===== src/rtl/term_pkg.sv =====
package term_pkg;
    localparam int TYPE_W = 2;
    localparam int NOM_W  = 3;
    localparam int DYN_W  = 2;

    typedef enum logic [TYPE_W-1:0] {
        MT_NONE = 2'd0,
        MT_LP   = 2'd1,
        MT_D2   = 2'd2,
        MT_D3   = 2'd3
    } mem_kind_t;

    typedef enum logic [2:0] {
        ST_IDLE,
        ST_LEAD,
        ST_BURST,
        ST_HOLD,
        ST_SREF
    } odt_state_t;

    // highest legal code per memory kind
    localparam logic [NOM_W-1:0] D2_NOM_MAX = NOM_W'(3);
    localparam logic [NOM_W-1:0] D3_NOM_MAX = NOM_W'(5);
    localparam logic [DYN_W-1:0] D3_DYN_MAX = DYN_W'(2);
endpackage


===== src/rtl/term_decode.sv =====
module term_decode
    import term_pkg::*;
#(
    parameter int LEAD_W = 3
) (
    input  logic              clk,
    input  logic              rst_n,
    input  logic [TYPE_W-1:0] mem_type,
    input  logic [NOM_W-1:0]  nom_code,
    input  logic [DYN_W-1:0]  dyn_code,
    input  logic [LEAD_W-1:0] lead_cyc,
    output logic [NOM_W-1:0]  mr1_rtt,
    output logic [DYN_W-1:0]  mr2_rtt_wr,
    output logic              cfg_err,
    output logic              term_on,
    output logic [LEAD_W-1:0] lead_q
);
    logic nom_ok, nom_bad, dyn_ok, dyn_bad, type_bad;
    logic [NOM_W-1:0] nom_eff;
    logic [DYN_W-1:0] dyn_eff;

    always_comb begin
        nom_ok   = 1'b0;
        nom_bad  = 1'b0;
        dyn_ok   = 1'b0;
        dyn_bad  = 1'b0;
        type_bad = 1'b0;
        unique case (mem_kind_t'(mem_type))
            MT_NONE: type_bad = 1'b1;
            MT_LP: begin
                // no termination at all on this kind
                nom_bad = (nom_code != '0);
            end
            MT_D2: begin
                nom_ok  = (nom_code != '0) && (nom_code <= D2_NOM_MAX);
                nom_bad = (nom_code > D2_NOM_MAX);
            end
            MT_D3: begin
                nom_ok  = (nom_code != '0) && (nom_code <= D3_NOM_MAX);
                nom_bad = (nom_code > D3_NOM_MAX);
                dyn_ok  = (dyn_code != '0) && (dyn_code <= D3_DYN_MAX);
                dyn_bad = (dyn_code > D3_DYN_MAX);
            end
            default: type_bad = 1'b1;
        endcase
        nom_eff = nom_ok ? nom_code : '0;
        dyn_eff = dyn_ok ? dyn_code : '0;
    end

    always_ff @(posedge clk or negedge rst_n) begin
        if (!rst_n) begin
            mr1_rtt    <= '0;
            mr2_rtt_wr <= '0;
            cfg_err    <= 1'b0;
            term_on    <= 1'b0;
            lead_q     <= '0;
        end else begin
            mr1_rtt    <= nom_eff;
            mr2_rtt_wr <= dyn_eff;
            cfg_err    <= type_bad | nom_bad | dyn_bad;
            term_on    <= nom_ok | dyn_ok;
            lead_q     <= lead_cyc;
        end
    end
endmodule


===== src/rtl/term_cnt.sv =====
module term_cnt #(
    parameter int W = 3
) (
    input  logic         clk,
    input  logic         rst_n,
    input  logic         ld,
    input  logic [W-1:0] ld_val,
    input  logic         dec,
    output logic [W-1:0] cnt,
    output logic         zero
);
    always_ff @(posedge clk or negedge rst_n) begin
        if (!rst_n)   cnt <= '0;
        else if (ld)  cnt <= ld_val;
        else if (dec) cnt <= cnt - W'(1);
    end

    assign zero = (cnt == '0);
endmodule


===== src/rtl/term_fsm.sv =====
module term_fsm
    import term_pkg::*;
#(
    parameter int BEATS  = 4,
    parameter int LEAD_W = 3,
    parameter int CW     = 3
) (
    input  logic              clk,
    input  logic              rst_n,
    input  logic              term_on,
    input  logic [LEAD_W-1:0] lead,
    input  logic              wr_req,
    input  logic              rd_req,
    input  logic              sr_req,
    input  logic              cnt_zero,
    output logic              cnt_ld,
    output logic [CW-1:0]     cnt_val,
    output logic              cnt_dec,
    output logic              odt,
    output logic              wdata_en,
    output logic              wr_start
);
    localparam logic [CW-1:0] BURST_LAST = CW'(BEATS - 1);

    odt_state_t state, nxt;
    logic       burst_ld, first_q;

    // state register
    always_ff @(posedge clk or negedge rst_n) begin
        if (!rst_n) begin
            state   <= ST_IDLE;
            first_q <= 1'b0;
        end else begin
            state   <= nxt;
            first_q <= burst_ld;
        end
    end

    // next state and counter control
    always_comb begin
        nxt      = state;
        cnt_ld   = 1'b0;
        cnt_val  = '0;
        cnt_dec  = 1'b0;
        burst_ld = 1'b0;
        unique case (state)
            ST_IDLE: begin
                if (sr_req) begin
                    nxt = ST_SREF;
                end else if (wr_req) begin
                    cnt_ld = 1'b1;
                    if (term_on && lead != '0) begin
                        nxt     = ST_LEAD;
                        cnt_val = CW'(lead) - CW'(1);
                    end else begin
                        nxt      = ST_BURST;
                        cnt_val  = BURST_LAST;
                        burst_ld = 1'b1;
                    end
                end
            end
            ST_LEAD: begin
                if (cnt_zero) begin
                    nxt      = ST_BURST;
                    cnt_ld   = 1'b1;
                    cnt_val  = BURST_LAST;
                    burst_ld = 1'b1;
                end else begin
                    cnt_dec = 1'b1;
                end
            end
            ST_BURST: begin
                if (cnt_zero) begin
                    if (wr_req) begin
                        cnt_ld   = 1'b1;
                        cnt_val  = BURST_LAST;
                        burst_ld = 1'b1;
                    end else if (term_on) begin
                        nxt     = ST_HOLD;
                        cnt_ld  = 1'b1;
                        cnt_val = BURST_LAST;
                    end else begin
                        nxt = ST_IDLE;
                    end
                end else begin
                    cnt_dec = 1'b1;
                end
            end
            ST_HOLD: begin
                if (sr_req) begin
                    nxt = ST_SREF;
                end else if (wr_req) begin
                    nxt      = ST_BURST;
                    cnt_ld   = 1'b1;
                    cnt_val  = BURST_LAST;
                    burst_ld = 1'b1;
                end else if (rd_req || cnt_zero) begin
                    nxt = ST_IDLE;
                end else begin
                    cnt_dec = 1'b1;
                end
            end
            ST_SREF: begin
                if (!sr_req) nxt = ST_IDLE;
            end
            default: nxt = ST_IDLE;
        endcase
    end

    // outputs
    always_comb begin
        odt      = 1'b0;
        wdata_en = 1'b0;
        unique case (state)
            ST_LEAD:  odt = term_on;
            ST_BURST: begin
                odt      = term_on;
                wdata_en = 1'b1;
            end
            ST_HOLD:  odt = term_on;
            default:  odt = 1'b0;
        endcase
        wr_start = first_q;
    end
endmodule


===== src/rtl/term_ctrl.sv =====
module term_ctrl
    import term_pkg::*;
#(
    parameter int BEATS  = 4,
    parameter int LEAD_W = 3
) (
    input  logic              clk,
    input  logic              rst_n,
    input  logic [TYPE_W-1:0] mem_type,
    input  logic [NOM_W-1:0]  nom_code,
    input  logic [DYN_W-1:0]  dyn_code,
    input  logic [LEAD_W-1:0] lead_cyc,
    input  logic              wr_req,
    input  logic              rd_req,
    input  logic              sr_req,
    output logic              odt,
    output logic              wdata_en,
    output logic              wr_start,
    output logic [NOM_W-1:0]  mr1_rtt,
    output logic [DYN_W-1:0]  mr2_rtt_wr,
    output logic              cfg_err
);
    localparam int BW = $clog2(BEATS + 1);
    localparam int CW = (BW > LEAD_W) ? BW : LEAD_W;

    logic              term_on;
    logic [LEAD_W-1:0] dec_lead;
    logic              cnt_ld, cnt_dec, cnt_zero;
    logic [CW-1:0]     cnt_val, cnt_q;

    term_decode #(.LEAD_W(LEAD_W)) u_decode (
        .clk        (clk),
        .rst_n      (rst_n),
        .mem_type   (mem_type),
        .nom_code   (nom_code),
        .dyn_code   (dyn_code),
        .lead_cyc   (lead_cyc),
        .mr1_rtt    (mr1_rtt),
        .mr2_rtt_wr (mr2_rtt_wr),
        .cfg_err    (cfg_err),
        .term_on    (term_on),
        .lead_q     (dec_lead)
    );

    term_cnt #(.W(CW)) u_cnt (
        .clk    (clk),
        .rst_n  (rst_n),
        .ld     (cnt_ld),
        .ld_val (cnt_val),
        .dec    (cnt_dec),
        .cnt    (cnt_q),
        .zero   (cnt_zero)
    );

    term_fsm #(.BEATS(BEATS), .LEAD_W(LEAD_W), .CW(CW)) u_fsm (
        .clk      (clk),
        .rst_n    (rst_n),
        .term_on  (term_on),
        .lead     (dec_lead),
        .wr_req   (wr_req),
        .rd_req   (rd_req),
        .sr_req   (sr_req),
        .cnt_zero (cnt_zero),
        .cnt_ld   (cnt_ld),
        .cnt_val  (cnt_val),
        .cnt_dec  (cnt_dec),
        .odt      (odt),
        .wdata_en (wdata_en),
        .wr_start (wr_start)
    );
endmodule


===== config.mk =====
export PLATFORM = sky130hd
export DESIGN_NAME = term_ctrl
export DESIGN_NICKNAME = d
export VERILOG_FILES = /design/src/rtl/term_pkg.sv /design/src/rtl/term_decode.sv /design/src/rtl/term_cnt.sv /design/src/rtl/term_fsm.sv /design/src/rtl/term_ctrl.sv
export SDC_FILE = /design/constraint.sdc
export NUM_CORES = 1
export LEC_CHECK = 0
export BUFFER_PORTS_ARGS = -buffer_cell sky130_fd_sc_hd__clkbuf_2
export CORE_UTILIZATION = 30
export DETAILED_ROUTE_END_ITERATION = 6
export MAX_ROUTING_LAYER = met4
export PLACE_DENSITY_LB_ADDON = 0.08
export SYNTH_ARGS = -nofsm -noshare
export SYNTH_HDL_FRONTEND = slang
export SYNTH_HIERARCHICAL = 1
export SYNTH_SLANG_ARGS = --single-unit

===== constraint.sdc =====
create_clock -name clk -period 2.3 [get_ports clk]
set_input_delay 0.46 -clock clk [delete_from_list [all_inputs] [get_ports clk]]
set_output_delay 0.46 -clock clk [all_outputs]
set_load 0.005 [all_outputs]

==> results of run 1 <==
[metrics by stage]
stage	total power, mW	utilization [%]	setup slack, ps
final	0.9589	37.83	375.7
after detailed placement	0.8063	36.93	369.9
after global placement	0.8080	36.93	335.6
after global routing	1.062	37.83	154.8
after CTS	0.9764	37.83	353.6
after floorplan	0.7015	-	432.8
[worst max-delay path: stages (launching register included)]
cell and delay, ps:
dfrtp_1 380, inv_1 50, ha_1 190, ha_1 260
mux2_2 300, a31oi_1 240, nand2_1 170, o31ai_1 250
[cell type report]
| class | count | area share [%] |
|---|---|---|
| clock buffer | 3 | 1.950 |
| multi-input combinational | 69 | 42.47 |
| sequential | 17 | 36.84 |
| inverter | 9 | 2.925 |
| clock inverter | 1 | 0.4334 |
| timing repair buffer | 24 | 10.62 |
| tap | 44 | 4.767 |
[registers in the layout (all words and copies together), names as in the netlist]
register	flops
u_decode/lead_q	3
u_decode/mr2_rtt_wr	2
u_cnt/cnt	3
u_fsm/wr_start	1
u_decode/term_on	1
u_fsm/state	3
u_decode/cfg_err	1
u_decode/mr1_rtt	3
[power by group]
group / leakage (nW) / switching (mW) / internal, mW / total, mW
registers: 0.217 / 0.0663 / 0.355 / 0.422
clock network: 0.0177 / 0.0961 / 0.0645 / 0.161
logic: 0.342 / 0.195 / 0.182 / 0.377
[metal layers]
layer	GRT usage [%]	part of all wire, %	up-vias
li1	-	-	395
met1	14.90	44	367
met4	6.122	1.1	0
met5	-	0	-
met3	1.978	3.9	2
met2	24.14	51	18
[final timing paths]
kind / from / to / cells after the start
min in group clk: lead_cyc[0] / u_decode/lead_q[0]$_DFF_PN0_ / 1
max in group asynchronous: rst_n / u_decode/mr1_rtt[2]$_DFF_PN0_ / 1
worst max-delay path: u_cnt/cnt[0]$_DFFE_PN0P_ / u_cnt/cnt[2]$_DFFE_PN0P_ / 7
worst min register to register: u_fsm/state[2]$_DFFE_PN0P_ / u_fsm/state[0]$_DFFE_PN0P_ / 1
worst max register to register: u_cnt/cnt[0]$_DFFE_PN0P_ / u_cnt/cnt[2]$_DFFE_PN0P_ / 7
worst min-delay path: rst_n / u_cnt/cnt[1]$_DFFE_PN0P_ / 1
[synth_stat cells]
| master | number |
|---|---|
| o31ai_1 | 2 |
| nand2b_1 | 2 |
| o21bai_1 | 1 |
| o211a_1 | 1 |
| and2_1 | 2 |
| and3_1 | 2 |
| and3_2 | 2 |
| or2_1 | 1 |
| nand2_1 | 6 |
| nor3b_2 | 1 |
| or2b_1 | 1 |
| or4b_1 | 1 |
| nor2_1 | 5 |
| o21ai_0 | 3 |
| xnor2_1 | 2 |
| nor3_1 | 1 |
| dfrtp_1 | 17 |
| a221o_1 | 1 |
| ha_1 | 5 |
| nor2b_1 | 3 |
| and4_2 | 2 |
| buf_4 | 2 |
| mux2_2 | 1 |
| nor4b_1 | 1 |
| nand3_1 | 5 |
| nor3b_1 | 1 |
| a211oi_1 | 1 |
| a31o_1 | 1 |
| a21boi_0 | 1 |
| and3b_2 | 1 |
| o211ai_1 | 1 |
| a21oi_1 | 3 |
| nor2_4 | 1 |
| o21a_1 | 1 |
| a31oi_1 | 2 |
| or3b_1 | 1 |
| inv_1 | 9 |
| a221oi_2 | 1 |
| o21ai_1 | 3 |
[cell families (layout without fill, tap and decap cells)]
group,Yosys count,count (layout),share of synthesized area (%)
AND/OR/NAND/NOR,39,39,25.42
multiplexers,1,1,1.167
XOR/XNOR,2,2,1.816
adder cells (fa/ha/maj),5,5,6.485
AO/OA/AOI/OAI,22,22,15.95
flip-flops,17,17,44.10
buffers and inverters,11,37,5.058
[layout by cell type (no fill, tap or decap), types with 2 or more instances in the layout]
cell type  Yosys  final
dfrtp_1       17     17
and2_1         2      2
o31ai_1        2      2
a31oi_1        2      2
clkbuf_4       0      3
nand2_1        6      6
a21oi_1        3      3
nand3_1        5      5
xnor2_1        2      2
inv_1          9      9
nor2b_1        3      3
o21ai_1        3      3
and3_1         2      2
clkbuf_2       0     23
nand2b_1       2      2
and3_2         2      2
and4_2         2      2
nor2_1         5      5
ha_1           5      5
o21ai_0        3      3
==> results.ini, run 1 <==
[outcome]
outcome = complete, no violations

[logic_synthesis]
synth_top_area_share_pct = 44.10
synth_cell_types = 39
netlist_instances = 97
synth.net_count = 117
avgSynthCellArea_um2 = 9.945
yosysTopAreaCell = dfrtp_1
synthTopCellsByArea = dfrtp_1, ha_1, inv_1
ys_warns = 6
synth-seq-area-share_pct = 44.10
synthesis.area_um2 = 964.7
postSynthRegisterBits = 17

[global_routing]
global_route_wire_length_before_repair_um = 3408
antenna_found_initial = 0
grt_max_degree = 18
globalRoute.totalOverflow = 0
first_global_vias = 824
grt_util_all_layers_pct = 13.54

[clock_network]
post_cts_setup_buffer_count = 0
clock_sinks = 17
cts_hold_buf = 0
clockBufferDepth = 2
clock_pin_slew_of_the_registers_on_the_worst_case_setup_and_hold_paths_ps = 100
cts_htree_levels = 1
cts_tree = built
cts-root-buf = clkbuf_4
insertion_delay_ps = 280
cts_resized = 0
number_of_cts_inserted_buffers = 3

[setup_path]
critical_path_required_ps = 2500
ws_path_type = reg -> reg
crit_path_start_kind = flip-flop
rrSetupSlack_ps = 380
critPathArrivalTime_ps = 2130
end_kind = flip-flop
worstPathMaxFanout = 6

[floorplanning]
floorplan.io_pins = 24
start_util_pct = 31.60
fp.dieArea_um2 = 3446
fp.dieH_um = 58.71
die_w_um = 58.71
core-area_um2 = 3053
num_rows = 20

[cells_and_area]
area_of_the_multi_input_gates_um2 = 490.5
area.growth.synth_to_final_pct = 19.71
antenna-diode-count = 0
summed_area_of_non_filler_cells_in_the_final_layout_um2 = 1155
stdcell_count = 167
final.fill_count = 355
post_route_cells_drive_above_1_share_pct = 30.08
seq_area_um2 = 425.4
post_layout_nets = 144

[sta]
finalCritPeriodShare_pct = 83.67
fmaxAchievable_mhz = 519.7
final-hold-violation-count = 0
worst_clock_skew_ps = 1.041
setup_viol = 0
finalMaxSlewViolations = 0
period_needed_ps = 1924
setup_tns_after_final_layout_ps = 0
worst_pin_slew_ps = 433.5
worst_slew_margin_rel_pct = 71.10
fin_hold_ws_ps = 91.48
unrepaired_setup_endpoints_after_global_routing = false

[placement]
port_buffers = 23
dpl.cell_count = 163
placed_area_um2 = 1127
replace_congestion = 0.7979
post-dp-hpwl_um = 1445

[route]
detailedRoute.firstIterationViolations = 25
first_pass_iters = 4
drcViolationCount = 0
ant_nets = 0
vias = 782
vias_per_cell = 4.683
routed_wl_um = 1867
post_drt_wl_per_cell_um = 11.18

[hold_path]
worst_hold_path_type = in -> async

[power_and_ir_drop]
vdd_drop_max_v = 0.0001969
power.leakage_nw = 0.5762
cellPowerDensity_nw_per_um2 = 830.3

[job]
timing.max_cap.violations = 0

Note: power is estimated with default switching activity, not from simulation.
==> inputs of run 2 (changes only) <==
- ABC_AREA: unset -> 1
- clock period: 2.3 -> 1.9 ns (I/O delays scaled with it)
==> run 2 against run 1 <==
Non-clock buffer count did not move. Core utilization about the same. Count of clock-buffer cells in the layout is the same. Critical endpoint is now u_cnt/cnt[1]$_DFFE_PN0P_. Largest power group is now combinational cells. Synthesized cell count up 57%. Flip-flop and latch count stayed put.
==> results.ini, run 2 <==
[logic_synthesis]
synth_compound_area_share_pct = 6.683  ; was 15.95%
synth-seq-area-share_pct = 40.57  ; was 44.10%
synth.net_count = 172  ; was 117
yosysMostFrequentCell = nand2_1  ; was dfrtp_1
avgSynthCellArea_um2 = 6.898  ; was 9.945 um2
xor_xnor_portion_of_the_synthesized_cell_area_pct = 0.8353  ; was 1.816%
synth_top_area_share_pct = 40.57  ; was 44.10%
area_share_of_and_or_nand_nor_cells_after_synthesis_pct = 35.08  ; was 25.42%
netlist_instances = 152  ; was 97
synthTopCellsByCount = nand2_1, inv_1, nor2_1  ; was dfrtp_1, inv_1, nand2_1
yosysTopAreaCell = dfrtp_1  ; unchanged
synthTopCellsByArea = dfrtp_1, nand2_1, inv_1  ; was dfrtp_1, ha_1, inv_1
share_of_flip_flops_with_an_asynchronous_set_or_reset_after_synthesis_pct = 100.0  ; unchanged
synth_enable_flop_cells = 0  ; unchanged
ys_warns = 6  ; unchanged
postSynthRegisterBits = 17  ; unchanged
synth-adder-area-share_pct = 5.967  ; was 6.485%
synthesis.area_um2 = 1049  ; was 964.7 um2
synth.mux.area_fraction_pct = 0  ; was 1.167%
dominant_combinational_cell_family_by_area_after_synthesis = simple AND/OR/NAND/NOR gates  ; unchanged
synth_cell_types = 20  ; was 39
dominantRegCellSynth = dfrtp_1  ; unchanged

[outcome]
outcome = complete, no violations  ; unchanged

[route]
wl_met2_um = 1039  ; was 960 um
drcViolationCount = 0  ; unchanged
wl_met1_um = 1116  ; was 813 um
ant_nets = 0  ; unchanged
detailedRoute.firstIterationViolations = 39  ; was 25
post_drt_wl_per_cell_um = 9.991  ; was 11.18 um
top_layer = met4  ; unchanged
routed-wl-met3_um = 65  ; was 73 um
routed_wl_um = 2248  ; was 1867 um
first_pass_iters = 4  ; unchanged
vias_per_cell = 4.360  ; was 4.683
vias = 981  ; was 782

[setup_path]
timing.critical_path.slowest_cell_delay_ps = 390  ; was 380 ps
ws_path_type = reg -> reg  ; unchanged
crit_path_start_kind = flip-flop  ; unchanged
worstPathMaxFanout = 5  ; was 6
critPathArrivalTime_ps = 1930  ; was 2130 ps
end_kind = flip-flop  ; unchanged
critical_path_required_ps = 2130  ; was 2500 ps
timing.critical_path.mode_cell = inv_1  ; was ha_1
worstPathCellList = inv_1 > ha_1 > ha_1 > nor2_1 > nand2_1 > nor2_2 > inv_1 > nand2_2 > inv_1 > nor2_1 > nand2_1 > nand3_1  ; was inv_1 > ha_1 > ha_1 > mux2_2 > a31oi_1 > nand2_1 > o31ai_1
critical-path-slowest-cell = dfrtp_1  ; unchanged

[global_routing]
grt_util_all_layers_pct = 14.97  ; was 13.54%
antenna_found_initial = 0  ; unchanged
global_route_wire_length_before_repair_um = 3884  ; was 3408 um
globalRoute.totalOverflow = 0  ; unchanged
grt_max_degree = 18  ; unchanged
first_global_vias = 968  ; was 824

[cells_and_area]
final.fill_count = 376  ; was 355
summed_area_of_non_filler_cells_in_the_final_layout_um2 = 1262  ; was 1155 um2
area_of_the_multi_input_gates_um2 = 520.5  ; was 490.5 um2
seq_area_um2 = 425.4  ; unchanged
post_route_cells_drive_above_1_share_pct = 25.14  ; was 30.08%
antenna-diode-count = 0  ; unchanged
mostFrequentLayoutCell = nand2_1  ; was clkbuf_2
area.growth.synth_to_final_pct = 20.41  ; was 19.71%
most-common-layout-cells = nand2_1, clkbuf_2, inv_1  ; was clkbuf_2, dfrtp_1, inv_1
post_layout_nets = 200  ; was 144
stdcell_count = 225  ; was 167

[sta]
worst_clock_skew_ps = 6.016  ; was 1.041 ps
worst_pin_slew_ps = 426.9  ; was 433.5 ps
finalCritPeriodShare_pct = 89.65  ; was 83.67%
fmaxAchievable_mhz = 587.1  ; was 519.7 MHz
setup_viol = 0  ; unchanged
worst_slew_margin_rel_pct = 71.54  ; was 71.10%
unrepaired_setup_endpoints_after_global_routing = false  ; unchanged
fin_hold_ws_ps = 10.32  ; was 91.48 ps
finalMaxSlewViolations = 0  ; unchanged
setup_tns_after_final_layout_ps = 0  ; unchanged
final-hold-violation-count = 0  ; unchanged
fin_ws_ps = 196.6  ; was 375.7 ps
period_needed_ps = 1703  ; was 1924 ps

[power_and_ir_drop]
clock_power_share_pct = 14.5  ; was 16.8%
internal_power_uw = 745.4  ; was 601.9 uW
pwr-share-seq_pct = 37.8  ; was 44.0%
power.leakage_nw = 0.7287  ; was 0.5762 nW
cellPowerDensity_nw_per_um2 = 1048  ; was 830.3 nW/um2
power_switching_uw = 577.4  ; was 357.0 uW
comb_power_share_pct = 47.7  ; was 39.3%
p_sw_share_pct = 43.65  ; was 37.23%
vdd_drop_max_v = 0.0003018  ; was 0.0001969 V

[clock_network]
clock_sinks = 17  ; unchanged
number_of_cts_inserted_buffers = 3  ; unchanged
insertion_delay_ps = 290  ; was 280 ps
clock_pin_slew_of_the_registers_on_the_worst_case_setup_and_hold_paths_ps = 100  ; about the same
cts_hold_buf = 0  ; unchanged
clockBufferDepth = 2  ; unchanged
cts_tree = built  ; unchanged
cts-root-buf = clkbuf_4  ; unchanged
cts_htree_levels = 1  ; unchanged

[floorplanning]
die_w_um = 61.12  ; was 58.71 um
fp.dieArea_um2 = 3736  ; was 3446 um2
num_rows = 21  ; was 20
floorplan.io_pins = 24  ; unchanged
start_util_pct = 31.42  ; was 31.60%
core-area_um2 = 3337  ; was 3053 um2
fp.dieH_um = 61.12  ; was 58.71 um

[placement]
port_buffers = 23  ; unchanged
dpl.cell_count = 220  ; was 163
post-place-ws_ps = 86.22  ; was 369.9 ps
replace_congestion = 0.8449  ; was 0.7979
placed_area_um2 = 1216  ; was 1127 um2
post-dp-hpwl_um = 1853  ; was 1445 um

[hold_path]
worst_hold_path_type = in -> async  ; unchanged

[job]
timing.max_cap.violations = 0  ; unchanged

run 2: kinds of logic after synthesis:
logic type / after synthesis
compound gates: 13
xor+xnor: 1
fa+ha+maj: 5
buf+inv: 30
flops: 17
simple gates: 86
run 2: per-layer routing:
layer,track usage (%),vias up
met5,-,-
met1,17.79,437
met3,2.521,2
met4,7.143,0
met2,24.53,20
li1,-,522
run 2: stage by stage:
step                      power (mW)  util [%]
final                          1.323     37.83
after CTS                      1.313     37.27
after floorplan               0.9507         -
after global placement         1.101     36.45
after global routing           1.482     37.83
after detailed placement       1.108     36.45
run 2: cell type report:
class	count	area share, %
clock buffer	3	1.784
timing repair buffer	24	9.713
inverter	29	8.622
tap	46	4.559
multi-input combinational	105	41.23
sequential	17	33.70
clock inverter	1	0.3964
run 2: repair_timing:
action,in CTS,in global routing
endpoints found under the setup margin,0,4
hold endpoints to repair,0,0
buffers inserted,0,1
gates resized for setup,0,5
run 2: final timing paths:
path | from | endpoint | slack [ps] | cells past startpoint
worst max-delay path | u_cnt/cnt[0]$_DFFE_PN0P_ | u_cnt/cnt[1]$_DFFE_PN0P_ | 200 | 12
worst min-delay path | rst_n | u_cnt/cnt[0]$_DFFE_PN0P_ | 10 | 1
worst max register to register | u_cnt/cnt[0]$_DFFE_PN0P_ | u_cnt/cnt[1]$_DFFE_PN0P_ | 200 | 12
worst min register to register | u_cnt/cnt[1]$_DFFE_PN0P_ | u_cnt/cnt[1]$_DFFE_PN0P_ | 510 | 2
max in group asynchronous | rst_n | u_decode/term_on$_DFF_PN0_ | 1590 | 1
min in group clk | lead_cyc[0] | u_decode/lead_q[0]$_DFF_PN0_ | 190 | 1
run 2: power by group through the flow:
stage / sequential (mW) / combinational, mW / clock, mW
2_1_floorplan: 0.479 / 0.472 / 0
5_1_grt: 0.513 / 0.744 / 0.224
3_3_place_gp: 0.505 / 0.596 / 0
3_5_place_dp: 0.507 / 0.601 / 0
4_1_cts: 0.499 / 0.604 / 0.209
6_report: 0.500 / 0.631 / 0.192
run 2: critical path: cells and delay by family (launching register included):
family | cells | cell delay [ps]
flops | 1 | 390
buf+inv | 3 | 190
simple gates | 7 | 670
fa+ha+maj | 2 | 420
==> inputs of run 3 (changes only) <==
- SYNTH_HIERARCHICAL: 1 -> unset
==> run 3 against run 2 <==
Flip-flop and latch count unchanged. Critical path depth down 8. First-iteration DRC count down 5.1%. Synthesized cell count down 3.9%. Total power up 4.4%. Die area down 1.4%. Global-route usage up 0.61 points. Setup slack better by 140 ps. Core utilization up 1.2 points. Via count down 1.6%. Combinational power up 7.9%. Area after synthesis down 1.4%. Largest power group unchanged.
==> results.ini, run 3 <==
[global_routing]
grt_max_degree = 18  ; unchanged
antenna_found_initial = 0  ; unchanged
global_route_wire_length_before_repair_um = 4050  ; was 3884 um
first_global_vias = 990  ; was 968
grt_util_all_layers_pct = 15.58  ; was 14.97%
globalRoute.totalOverflow = 0  ; unchanged

[logic_synthesis]
synth_compound_area_share_pct = 5.448  ; was 6.683%
synth-adder-area-share_pct = 6.053  ; was 5.967%
synthTopCellsByCount = nand2_1, inv_1, nor2_1  ; unchanged
synthTopCellsByArea = dfrtp_1, nand2_1, inv_1  ; unchanged
synth.net_count = 166  ; was 172
postSynthRegisterBits = 17  ; unchanged
yosysTopAreaCell = dfrtp_1  ; unchanged
netlist_instances = 146  ; was 152
synth-seq-area-share_pct = 41.16  ; was 40.57%
dominantRegCellSynth = dfrtp_1  ; unchanged
ys_warns = 0  ; was 6
yosysMostFrequentCell = nand2_1  ; unchanged
dominant_combinational_cell_family_by_area_after_synthesis = simple AND/OR/NAND/NOR gates  ; unchanged
area_share_of_and_or_nand_nor_cells_after_synthesis_pct = 34.75  ; was 35.08%
synth_top_area_share_pct = 41.16  ; was 40.57%
synthesis.area_um2 = 1033  ; was 1049 um2
synth_enable_flop_cells = 0  ; unchanged
share_of_flip_flops_with_an_asynchronous_set_or_reset_after_synthesis_pct = 100.0  ; unchanged
xor_xnor_portion_of_the_synthesized_cell_area_pct = 1.695  ; was 0.8353%
synth_cell_types = 20  ; unchanged
synth.mux.area_fraction_pct = 0  ; unchanged
avgSynthCellArea_um2 = 7.079  ; was 6.898 um2

[clock_network]
number_of_cts_inserted_buffers = 3  ; unchanged
clock_sinks = 17  ; unchanged
clock_pin_slew_of_the_registers_on_the_worst_case_setup_and_hold_paths_ps = 90  ; was 100 ps
cts_hold_buf = 0  ; unchanged
cts_htree_levels = 1  ; unchanged
cts_resized = 0  ; unchanged
clockBufferDepth = 2  ; unchanged
cts_tree = built  ; unchanged
post_cts_setup_buffer_count = 0  ; unchanged
insertion_delay_ps = 280  ; was 290 ps
cts-root-buf = clkbuf_4  ; unchanged

[sta]
fmaxAchievable_mhz = 639.9  ; was 587.1 MHz
unrepaired_setup_endpoints_after_global_routing = false  ; unchanged
worst_pin_slew_ps = 422.6  ; was 426.9 ps
period_needed_ps = 1563  ; was 1703 ps
worst_clock_skew_ps = 2.313  ; was 6.016 ps
fin_hold_ws_ps = 15.44  ; was 10.32 ps
finalMaxSlewViolations = 0  ; unchanged
fin_ws_ps = 337.4  ; was 196.6 ps
final-hold-violation-count = 0  ; unchanged
setup_tns_after_final_layout_ps = 0  ; unchanged
setup_viol = 0  ; unchanged
finalCritPeriodShare_pct = 82.24  ; was 89.65%
worst_slew_margin_rel_pct = 71.83  ; was 71.54%

[cells_and_area]
antenna-diode-count = 0  ; unchanged
seq_area_um2 = 425.4  ; unchanged
mostFrequentLayoutCell = nand2_1  ; unchanged
area_of_the_multi_input_gates_um2 = 495.5  ; was 520.5 um2
summed_area_of_non_filler_cells_in_the_final_layout_um2 = 1230  ; was 1262 um2
post_route_cells_drive_above_1_share_pct = 21.39  ; was 25.14%
final_core_utilization_pct = 39.01  ; was 37.83%
most-common-layout-cells = nand2_1, inv_1, clkbuf_2  ; was nand2_1, clkbuf_2, inv_1
final.fill_count = 364  ; was 376
stdcell_count = 217  ; was 225
post_layout_nets = 194  ; was 200
area.growth.synth_to_final_pct = 19.01  ; was 20.41%

[job]
timing.max_cap.violations = 0  ; unchanged

[setup_path]
rr_worst_depth = 10  ; was 12
critical_path_required_ps = 1520  ; was 2130 ps
path_delay_family = flip-flops  ; was simple AND/OR/NAND/NOR gates
critical-path-slowest-cell = dfrtp_1  ; unchanged
timing.rr.start = u_cnt.cnt[0]$_DFFE_PN0P_  ; was u_cnt/cnt[0]$_DFFE_PN0P_
worstPathCellList = inv_2 > nand2_1 > nor2_2 > clkbuf_2  ; was inv_1 > ha_1 > ha_1 > nor2_1 > nand2_1 > nor2_2 > inv_1 > nand2_2 > inv_1 > nor2_1 > nand2_1 > nand3_1
crit_path_start_kind = flip-flop  ; unchanged
end_kind = output port  ; was flip-flop
worst-path-buf-inv = 2  ; was 3
critPathArrivalTime_ps = 1180  ; was 1930 ps
worstPathMaxFanout = 6  ; was 5
r2r-end = u_cnt.cnt[0]$_DFFE_PN0P_  ; was u_cnt/cnt[1]$_DFFE_PN0P_
timing.critical_path.slowest_cell_delay_ps = 450  ; was 390 ps
rrSetupSlack_ps = 450  ; was 200 ps
ws_path_type = reg -> out  ; was reg -> reg

[placement]
dpl.cell_count = 213  ; was 220
post-dp-hpwl_um = 1870  ; was 1853 um
port_buffers = 23  ; unchanged
post-place-ws_ps = 458.3  ; was 86.22 ps
placed_area_um2 = 1204  ; was 1216 um2
replace_congestion = 0.9353  ; was 0.8449

[route]
detailedRoute.firstIterationViolations = 37  ; was 39
drcViolationCount = 0  ; unchanged
vias_per_cell = 4.447  ; was 4.360
first_pass_iters = 4  ; unchanged
routed_wl_um = 2246  ; was 2248 um
post_drt_wl_per_cell_um = 10.35  ; was 9.991 um
vias = 965  ; was 981
ant_nets = 0  ; unchanged

[floorplanning]
floorplan.io_pins = 24  ; unchanged
fp.dieH_um = 60.70  ; was 61.12 um
core-area_um2 = 3153  ; was 3337 um2
die_w_um = 60.70  ; was 61.12 um
fp.dieArea_um2 = 3684  ; was 3736 um2
num_rows = 20  ; was 21
start_util_pct = 32.78  ; was 31.42%

[power_and_ir_drop]
vdd_drop_max_v = 0.0002841  ; was 0.0003018 V
power_total_mw = 1.381  ; was 1.323 mW
power.leakage_nw = 0.7494  ; was 0.7287 nW
cellPowerDensity_nw_per_um2 = 1123  ; was 1048 nW/um2

[outcome]
outcome = complete, no violations  ; unchanged

[hold_path]
worst_hold_path_type = in -> async  ; unchanged

## run 3: cell count changes after synthesis, sizes merged, moves of 2 or more
cell	change
xor2	+2
nand2	-2
o21ai	-3
nand4	+4
a21oi	-5
## run 3: layout make-up
type                       instances  share of cell area, %
multi-input combinational         99                  40.28
tap                               44                  4.476
inverter                          30                  9.156
sequential                        17                  34.59
clock buffer                       4                  2.136
timing repair buffer              23                  9.359
## run 3: logic make-up after synthesis
family / count (synthesis)
compound gates: 9
xor+xnor: 2
fa+ha+maj: 5
buf+inv: 30
flops: 17
simple gates: 83
## run 3: where the power goes
group / switching, mW / total (mW) / internal, mW
logic: 0.430 / 0.681 / 0.251
registers: 0.0762 / 0.515 / 0.439
clock network: 0.103 / 0.184 / 0.0814
## run 3: worst max path at each step
stage,slack [ps],from,to,cells after the start
6_report,340,u_fsm.state[0]$_DFFE_PN0P_,wdata_en,4
5_1_grt,210,u_fsm.state[0]$_DFFE_PN0P_,wdata_en,4
4_1_cts,300,u_fsm.state[0]$_DFFE_PN0P_,wdata_en,4
3_5_place_dp,460,u_cnt.cnt[0]$_DFFE_PN0P_,u_cnt.cnt[0]$_DFFE_PN0P_,10
3_3_place_gp,450,u_cnt.cnt[0]$_DFFE_PN0P_,u_cnt.cnt[2]$_DFFE_PN0P_,10
2_1_floorplan,640,u_cnt.cnt[0]$_DFFE_PN0P_,u_cnt.cnt[1]$_DFFE_PN0P_,10
## run 3: metal layers
metal	track usage [%]	wire, um	vias to the layer above
li1	-	-	509
met1	17.86	1010	428
met2	25.75	1093	22
met3	2.772	92	6
met4	8.442	50	0
met5	-	0	-
